<file path="src/rtl/symerr_pkg.sv">
package symerr_pkg;
  localparam int unsigned CNT_W_DEF = 8;
  localparam int unsigned REG_W_DEF = 16;

  typedef struct packed {
    logic crs;
    logic err;
    logic col;
  } rx_stat_t;
endpackage

</file>
<file path="src/rtl/symerr_event_tracker.sv">
module symerr_event_tracker
  import symerr_pkg::*;
(
  input  logic     clk,
  input  logic     rst,
  input  rx_stat_t stat_i,
  output logic     inc_o
);
  logic counted_q;
  logic blocked_q;
  logic qual;

  // qualifying error: carrier up, error flagged, no collision now or earlier
  always_comb begin
    qual  = stat_i.crs & stat_i.err & ~stat_i.col;
    inc_o = qual & ~counted_q & ~blocked_q;
  end

  always_ff @(posedge clk) begin
    if (rst) begin
      counted_q <= 1'b0;
      blocked_q <= 1'b0;
    end else if (!stat_i.crs) begin
      counted_q <= 1'b0;
      blocked_q <= 1'b0;
    end else begin
      counted_q <= counted_q | inc_o;
      blocked_q <= blocked_q | stat_i.col;
    end
  end

  // a count ends further counting inside the same event
  a_r4_once_per_event: assert property (@(posedge clk) disable iff (rst)
    inc_o |=> !inc_o);

  // a collision inside carrier blocks the next cycle
  a_r5_col_blocks: assert property (@(posedge clk) disable iff (rst)
    (stat_i.crs && stat_i.col) |=> !inc_o);

  // no increment without carrier and error
  a_r3_needs_err: assert property (@(posedge clk) disable iff (rst)
    inc_o |-> (stat_i.crs && stat_i.err && !stat_i.col));
endmodule

</file>
<file path="src/rtl/symerr_sat_counter.sv">
module symerr_sat_counter #(
  parameter int unsigned W = 8
) (
  input  logic         clk,
  input  logic         rst,
  input  logic         inc_i,
  input  logic         clr_i,
  output logic [W-1:0] cnt_o
);
  localparam logic [W-1:0] FULL = {W{1'b1}};
  localparam logic [W-1:0] ONE  = {{(W-1){1'b0}}, 1'b1};

  logic [W-1:0] cnt_q;
  logic [W-1:0] cnt_d;
  logic         at_full;

  always_comb begin
    at_full = (cnt_q == FULL);
    cnt_d   = cnt_q;
    if (clr_i)
      cnt_d = inc_i ? ONE : '0;
    else if (inc_i && !at_full)
      cnt_d = cnt_q + ONE;
  end

  always_ff @(posedge clk) begin
    if (rst) cnt_q <= '0;
    else     cnt_q <= cnt_d;
  end

  assign cnt_o = cnt_q;

  // full scale is sticky until cleared
  a_r6_no_wrap: assert property (@(posedge clk) disable iff (rst)
    (cnt_q == FULL && !clr_i) |=> (cnt_q == FULL));

  // idle inputs leave the count alone
  a_r3_hold_idle: assert property (@(posedge clk) disable iff (rst)
    (!inc_i && !clr_i) |=> $stable(cnt_q));

  // clear together with increment lands on one
  a_r8_clr_inc: assert property (@(posedge clk) disable iff (rst)
    (clr_i && inc_i) |=> (cnt_q == ONE));
endmodule

</file>
<file path="src/rtl/symerr_read_port.sv">
module symerr_read_port #(
  parameter int unsigned CNT_W = 8,
  parameter int unsigned REG_W = 16
) (
  input  logic             clk,
  input  logic             rst,
  input  logic             req_i,
  input  logic             we_i,
  input  logic [CNT_W-1:0] cnt_i,
  output logic             clr_o,
  output logic             rsp_valid_o,
  output logic [REG_W-1:0] rsp_data_o
);
  localparam int unsigned PAD_W = REG_W - CNT_W;

  logic             rd_fire;
  logic [REG_W-1:0] word;
  logic             valid_q;
  logic [REG_W-1:0] data_q;

  assign rd_fire = req_i & ~we_i;
  assign clr_o   = rd_fire;

  generate
    if (PAD_W > 0) begin : g_pad
      assign word = {{PAD_W{1'b0}}, cnt_i};
    end else begin : g_nopad
      assign word = cnt_i[REG_W-1:0];
    end
  endgenerate

  always_ff @(posedge clk) begin
    if (rst) begin
      valid_q <= 1'b0;
      data_q  <= '0;
    end else begin
      valid_q <= rd_fire;
      if (rd_fire) data_q <= word;
    end
  end

  assign rsp_valid_o = valid_q;
  assign rsp_data_o  = data_q;

  // a write leaves the response untouched
  a_r9_write_inert: assert property (@(posedge clk) disable iff (rst)
    (req_i && we_i) |=> (!rsp_valid_o && $stable(rsp_data_o)));

  // read answered next cycle with the sampled count
  a_r7_read_resp: assert property (@(posedge clk) disable iff (rst)
    rd_fire |=> (rsp_valid_o && rsp_data_o[CNT_W-1:0] == $past(cnt_i)));
endmodule

</file>
<file path="src/rtl/rx_symerr_counter.sv">
module rx_symerr_counter
  import symerr_pkg::*;
#(
  parameter int unsigned CNT_W = CNT_W_DEF,
  parameter int unsigned REG_W = REG_W_DEF
) (
  input  logic             clk,
  input  logic             rst,
  input  logic             crs,
  input  logic             rx_err,
  input  logic             col,
  input  logic             req,
  input  logic             we,
  output logic             rsp_valid,
  output logic [REG_W-1:0] rsp_data
);
  rx_stat_t         stat;
  logic             inc;
  logic             clr;
  logic [CNT_W-1:0] cnt;

  assign stat = '{crs: crs, err: rx_err, col: col};

  symerr_event_tracker u_track (
    .clk   (clk),
    .rst   (rst),
    .stat_i(stat),
    .inc_o (inc)
  );

  symerr_sat_counter #(.W(CNT_W)) u_cnt (
    .clk  (clk),
    .rst  (rst),
    .inc_i(inc),
    .clr_i(clr),
    .cnt_o(cnt)
  );

  symerr_read_port #(.CNT_W(CNT_W), .REG_W(REG_W)) u_port (
    .clk        (clk),
    .rst        (rst),
    .req_i      (req),
    .we_i       (we),
    .cnt_i      (cnt),
    .clr_o      (clr),
    .rsp_valid_o(rsp_valid),
    .rsp_data_o (rsp_data)
  );

  // upper bits of the word are never set
  a_r2_upper_zero: assert property (@(posedge clk) disable iff (rst)
    rsp_data[REG_W-1:CNT_W] == '0);

  // a plain read (no error qualifying) empties the count
  a_r7_clear: assert property (@(posedge clk) disable iff (rst)
    (req && !we && !(crs && rx_err && !col)) |=> (cnt == '0));

  // reset state
  a_r1_reset: assert property (@(posedge clk)
    rst |=> (cnt == '0 && !rsp_valid && rsp_data == '0));
endmodule

</file>
<file path="config.mk">
export PLATFORM = sky130hd
export DESIGN_NAME = rx_symerr_counter
export DESIGN_NICKNAME = d
export VERILOG_FILES = /design/src/rtl/symerr_pkg.sv /design/src/rtl/symerr_event_tracker.sv /design/src/rtl/symerr_sat_counter.sv /design/src/rtl/symerr_read_port.sv /design/src/rtl/rx_symerr_counter.sv
export SDC_FILE = /design/constraint.sdc
export NUM_CORES = 1
export LEC_CHECK = 0
export ABC_AREA = 1
export CORE_UTILIZATION = 42
export CTS_BUF_LIST = sky130_fd_sc_hd__clkbuf_16
export CTS_CLUSTER_DIAMETER = 40
export CTS_CLUSTER_SIZE = 8
export DETAILED_ROUTE_END_ITERATION = 6
export PLACE_DENSITY = 0.74
export SKIP_LAST_GASP = 1
export SYNTH_ARGS = -nofsm -noshare
export SYNTH_HDL_FRONTEND = slang
export SYNTH_SLANG_ARGS = --single-unit
</file>
<file path="constraint.sdc">
create_clock -name clk -period 1.1 [get_ports clk]
set_input_delay 0.11 -clock clk [delete_from_list [all_inputs] [get_ports clk]]
set_output_delay 0.11 -clock clk [all_outputs]
set_load 0.01 [all_outputs]
</file>
After elaboration in Yosys (flattened, before gate mapping):

Cells that the tools add are included.
Widths: inputs -> output; s select.

* bits in registers: 19
* input bits: 7
* output and inout port bits: 17
* word-level logic and storage cells: 26

* $add $sub $neg: 1
* equality and inequality tests: 1
* mux-type cells: 3
* bitwise gates (word level): 12
* reduce and logical (&&, ||, !) cells: 4

Operator list (count)
* $mux 8: 2
* $add 8x1->8 const B: 1
* $eq 8x8->1 const B: 1
* $and 1x1->1: 5
* $not 1->1: 5
* $or 1x1->1: 2
* $reduce_bool 2->1: 1
* $reduce_or 2->1: 1
* $logic_and 1x1->1: 1
* $logic_not 1->1: 1
* $mux 1: 1

Logic depth before layout (Yosys ltp):

* word-level depth: 7
* mapped depth: 10
* depth with buffers taken out: 10

Cells and area by module:

Synthesis repeated with hierarchy kept, for this count alone.

* cell total of the unflattened synthesis: 148
* area, all modules: 1014.7 µm²

Modules (own cells, without submodules)
* symerr_sat_counter: instances 1, cells each 73, area each 483.0 µm², sequential area each 160.2 µm²
* symerr_read_port: instances 1, cells each 64, area each 442.9 µm², sequential area each 180.2 µm²
* symerr_event_tracker: instances 1, cells each 11, area each 88.8 µm², sequential area each 40.0 µm²

Worst setup path before layout:

Ideal clock, no wire load.

* path type: register to register
* from: register u_cnt.cnt_q[0], in the netlist u_cnt.cnt_o[0]
* to: register u_cnt.cnt_q[6], in the netlist u_cnt.cnt_o[6]
* library setup time: 0.109 ns
* arrival time: 1.114 ns
* required time: 0.991 ns
* setup slack: -0.123 ns
* cell stages (with the launch flop): 11
* path buffers: 0
* period minus slack after synthesis: 1.223 ns
* cells stage by stage: dfxtp_1 -> ha_1 -> nand2_2 -> nor2_4 -> nand2_2 -> nand2_4 -> nand2_4 -> nand2_1 -> nand2_1 -> nand2_1 -> inv_1

* word-level cells in the longest chain between the ends: 4
* elaborated cells between the ends (all ways): 7
* those cells by class: add/sub (1); eq/ne (1); mux (2); reduce/logical (3)

Ends and longest elaborated chain
* start: declaration: line symerr_sat_counter.sv:13 `logic [W-1:0] cnt_q;`
* start signal: assignment: line symerr_sat_counter.sv:28 `else cnt_q <= cnt_d;`
* branches (longest 4 deep; another with $add 8x1->8)

Several ways; the timed one is not identified. The select of a mux whose other input is x is not followed.
A chain may end at the register's enable or synchronous reset.

Worst setup path after layout:

* from: register u_cnt.cnt_q[1], in the netlist u_cnt.cnt_o[1]
* to: register u_cnt.cnt_q[6], in the netlist u_cnt.cnt_o[6]

Same word-level chain as after synthesis.

==> impl_results.md <==
* Status: finished, violations left
* Failing checks: negative setup slack
* Synth Register Bits at 19
* DP Area at roughly 0.0012 mm2
* Fin area at about 0.0013 mm2
* Slew Limit Fails at 0
* Routed WL at around 1900 um
* Layout Skew at 0.00216 ns
* Peak VDD IR at a little under 0.9 mV
* Yosys top cell by area: dfxtp_1
* Final setup fails at 8
* Synthesized area at slightly below 900 um2
* Setup crit end kind: register
* Critical Path, Cell by Cell: ha_4 -> nand2_4 -> nor2_4 -> nand2_2 -> nand2_4 -> nand2_4 -> nand2_2 -> nand2_1 -> nand2_1 -> inv_1
* P&R area growth vs syn at 43.9%
* Placed Cells at 178
* Syn avg cell area at about 7.3 um2
* Cell family with most CP delay: simple AND/OR/NAND/NOR gates
* Static leakage at around 0.6 nW
* Fin Hold WS at roughly 0.45 ns
* Max clock buf depth at 2
* Post-synthesis cell type count at 17
* Number of buffers and inverters on the critical path at 1
* Worst EP arrival at about 1.4 ns
* Hold Crit Class: reg -> reg
* Layout Cells excl Fill at approximately 180
* Clock sink count at 19
* Vias at ~860
* Ys Warns at 0
* Dpl hpwl at 1450 um
* Crit-path max FO at 7
* Grt total ovfl at 0
* H-Tree Level Count at 1
* Power density over cell area at 1230 mW/mm2
* Setup TNS Final at -1.07 ns
* Worst skew pair latency at about 0.25 ns
* Drt wl/cell at between 10 and 15 um
* DR iter-0 viols at 20
* Rows at 16
* Crit path kind: reg -> reg
* RSZ-0062 raised after global routing: yes
* Initial Util at 0.451
* Antenna violations before repair at 0
* Placeable Area at slightly below 0.002 mm2
* Share of post-route cells with drive strength above 1 at 0.237
* Crit path launch type: register
* Number of CTS-inserted buffers at 3
* Tcrit/Tclk final at 1.17
* DIE WIDTH at roughly 48 um
* Routability cong. at ~0.79
* Hold_buf cts at 0
* Most frequent cells in the layout: nand2_1, inv_1, dfxtp_1, buf_4
* Crit path largest cell delay at around 0.35 ns
* Tot GR Track Use at 0.204
* Drc violations at 0
* Most used cell, CP: nand2_4
* Clock transition at path regs at roughly 0.05 ns
* Commonest non-fill, non-tap cell in the layout: nand2_1
* Largest net degree at the start of global routing at 14
* Routed Antenna Nets at 0
* Die Y at about 48 um
* Initial DRT Pass Iterations at 4
* Synth top area share at 0.425
* Vias in the first global route at just over 800
* Die area at ~0.0023 mm2
* Root buf cell: clkbuf_16
* Worst endpoint required time at 1.25 ns
* Synth area leaders: dfxtp_1, nand2_1, buf_4
* IO buf count at 15
* Via density at roughly 4.7
* First-pass GRT wire length at between 3000 and 4000 um
* Max cap viols at 0
* Fillers at between 150 and 200
* Seq/Total Area, Yosys at 0.425
* PnR worst setup slack at -0.192 ns
* Fmax at roughly 770 MHz
* Diode count at 0
* Worst-path cell with the longest stage delay: dfxtp_2
* Post-layout min period at ~1.3 ns
* Hold Fails Final Rpt at 0
* CTS tree: done
* Worst slack at placement at -0.336 ns
* Final #Nets at 165
* Top Ports at 24
* Cells after Synth at about 120
[metrics by stage]
step | total power [W] | util
2_1_floorplan | 0.000813 | -
3_3_place_gp | 0.000850 | 0.594
3_5_place_dp | 0.000855 | 0.594
4_1_cts | 0.00159 | 0.641
5_1_grt | 0.00164 | 0.650
6_report | 0.00158 | 0.650
[power breakdown]
| part | total, W | switching (W) | leakage [nW] | internal (W) |
|---|---|---|---|---|
| clock | 0.000727 | 0.000244 | 0.0423 | 0.000483 |
| sequential | 0.000703 | 0.00000464 | 0.154 | 0.000698 |
| combinational | 0.000149 | 0.0000816 | 0.401 | 0.0000669 |
[Yosys cell counts]
| master | count |
|---|---|
| nand3_1 | 5 |
| nor3_1 | 1 |
| nor2_2 | 2 |
| a21oi_1 | 7 |
| buf_4 | 9 |
| dfxtp_1 | 19 |
| o21ai_0 | 10 |
| nand3_2 | 1 |
| nand2_4 | 2 |
| conb_1 | 1 |
| a22o_1 | 1 |
| inv_1 | 16 |
| nand2_2 | 4 |
| nand2_1 | 31 |
| nor2_1 | 10 |
| nor2_4 | 2 |
| ha_1 | 1 |
[registers in the layout, summed over array words and instances (netlist names)]
signal              cells
u_cnt.cnt_o             8
u_port.rsp_data_o       8
u_port.rsp_valid_o      1
u_track.blocked_q       1
u_track.counted_q       1
[repair_timing]
action                                  CTS  global route
cloned                                    0             0
pin swaps                                 7             3
endpoints found under the setup margin   17            13
resized for setup                        10             6
setup buffers                             1             0
[worst paths after layout]
path | from | endpoint | slack (ns) | cells after the start
max reg2reg | u_cnt.cnt_o[1]$_SDFFE_PP0P_ | u_cnt.cnt_o[6]$_SDFFE_PP0P_ | -0.19 | 10
max | u_cnt.cnt_o[1]$_SDFFE_PP0P_ | u_cnt.cnt_o[6]$_SDFFE_PP0P_ | -0.19 | 10
min | u_port.rsp_data_o[4]$_SDFFE_PP0P_ | u_port.rsp_data_o[4]$_SDFFE_PP0P_ | 0.45 | 2
min reg2reg | u_port.rsp_data_o[4]$_SDFFE_PP0P_ | u_port.rsp_data_o[4]$_SDFFE_PP0P_ | 0.45 | 2
[worst register-to-register path, stage by stage (launching register included)]
cell and delay, ns:
dfxtp_2 0.35, ha_4 0.15, nand2_4 0.06, nor2_4 0.10
nand2_2 0.08, nand2_4 0.14, nand2_4 0.08, nand2_2 0.06
nand2_1 0.05, nand2_1 0.07, inv_1 0.04
[layer usage]
| layer | GRT usage | vias up | share of wire |
|---|---|---|---|
| met5 | 0 | - | 0 |
| met4 | 0.122 | 0 | 0.012 |
| met3 | 0.0407 | 4 | 0.042 |
| met2 | 0.379 | 25 | 0.55 |
| met1 | 0.209 | 394 | 0.40 |
| li1 | - | 432 | - |
[area by class of cell]
cell class	count	area (um2)	area share
Clock inverter	1	3.75	0.00292
Clock buffer	3	75.1	0.0583
Sequential cell	19	383	0.297
Inverter	16	60.1	0.0466
Multi-Input combinational cell	85	449	0.349
Tap cell	27	33.8	0.0262
Timing Repair Buffer	32	283	0.220
[logic make-up after synthesis]
group           count (synthesis)  share of synthesized area
simple gates                   58                      0.309
buf+inv                        25                      0.143
flops                          19                      0.425
compound gates                 18                      0.105
fa+ha+maj                       1                     0.0140
other cells                     1                    0.00419
(Power assumes the default switching activity.)
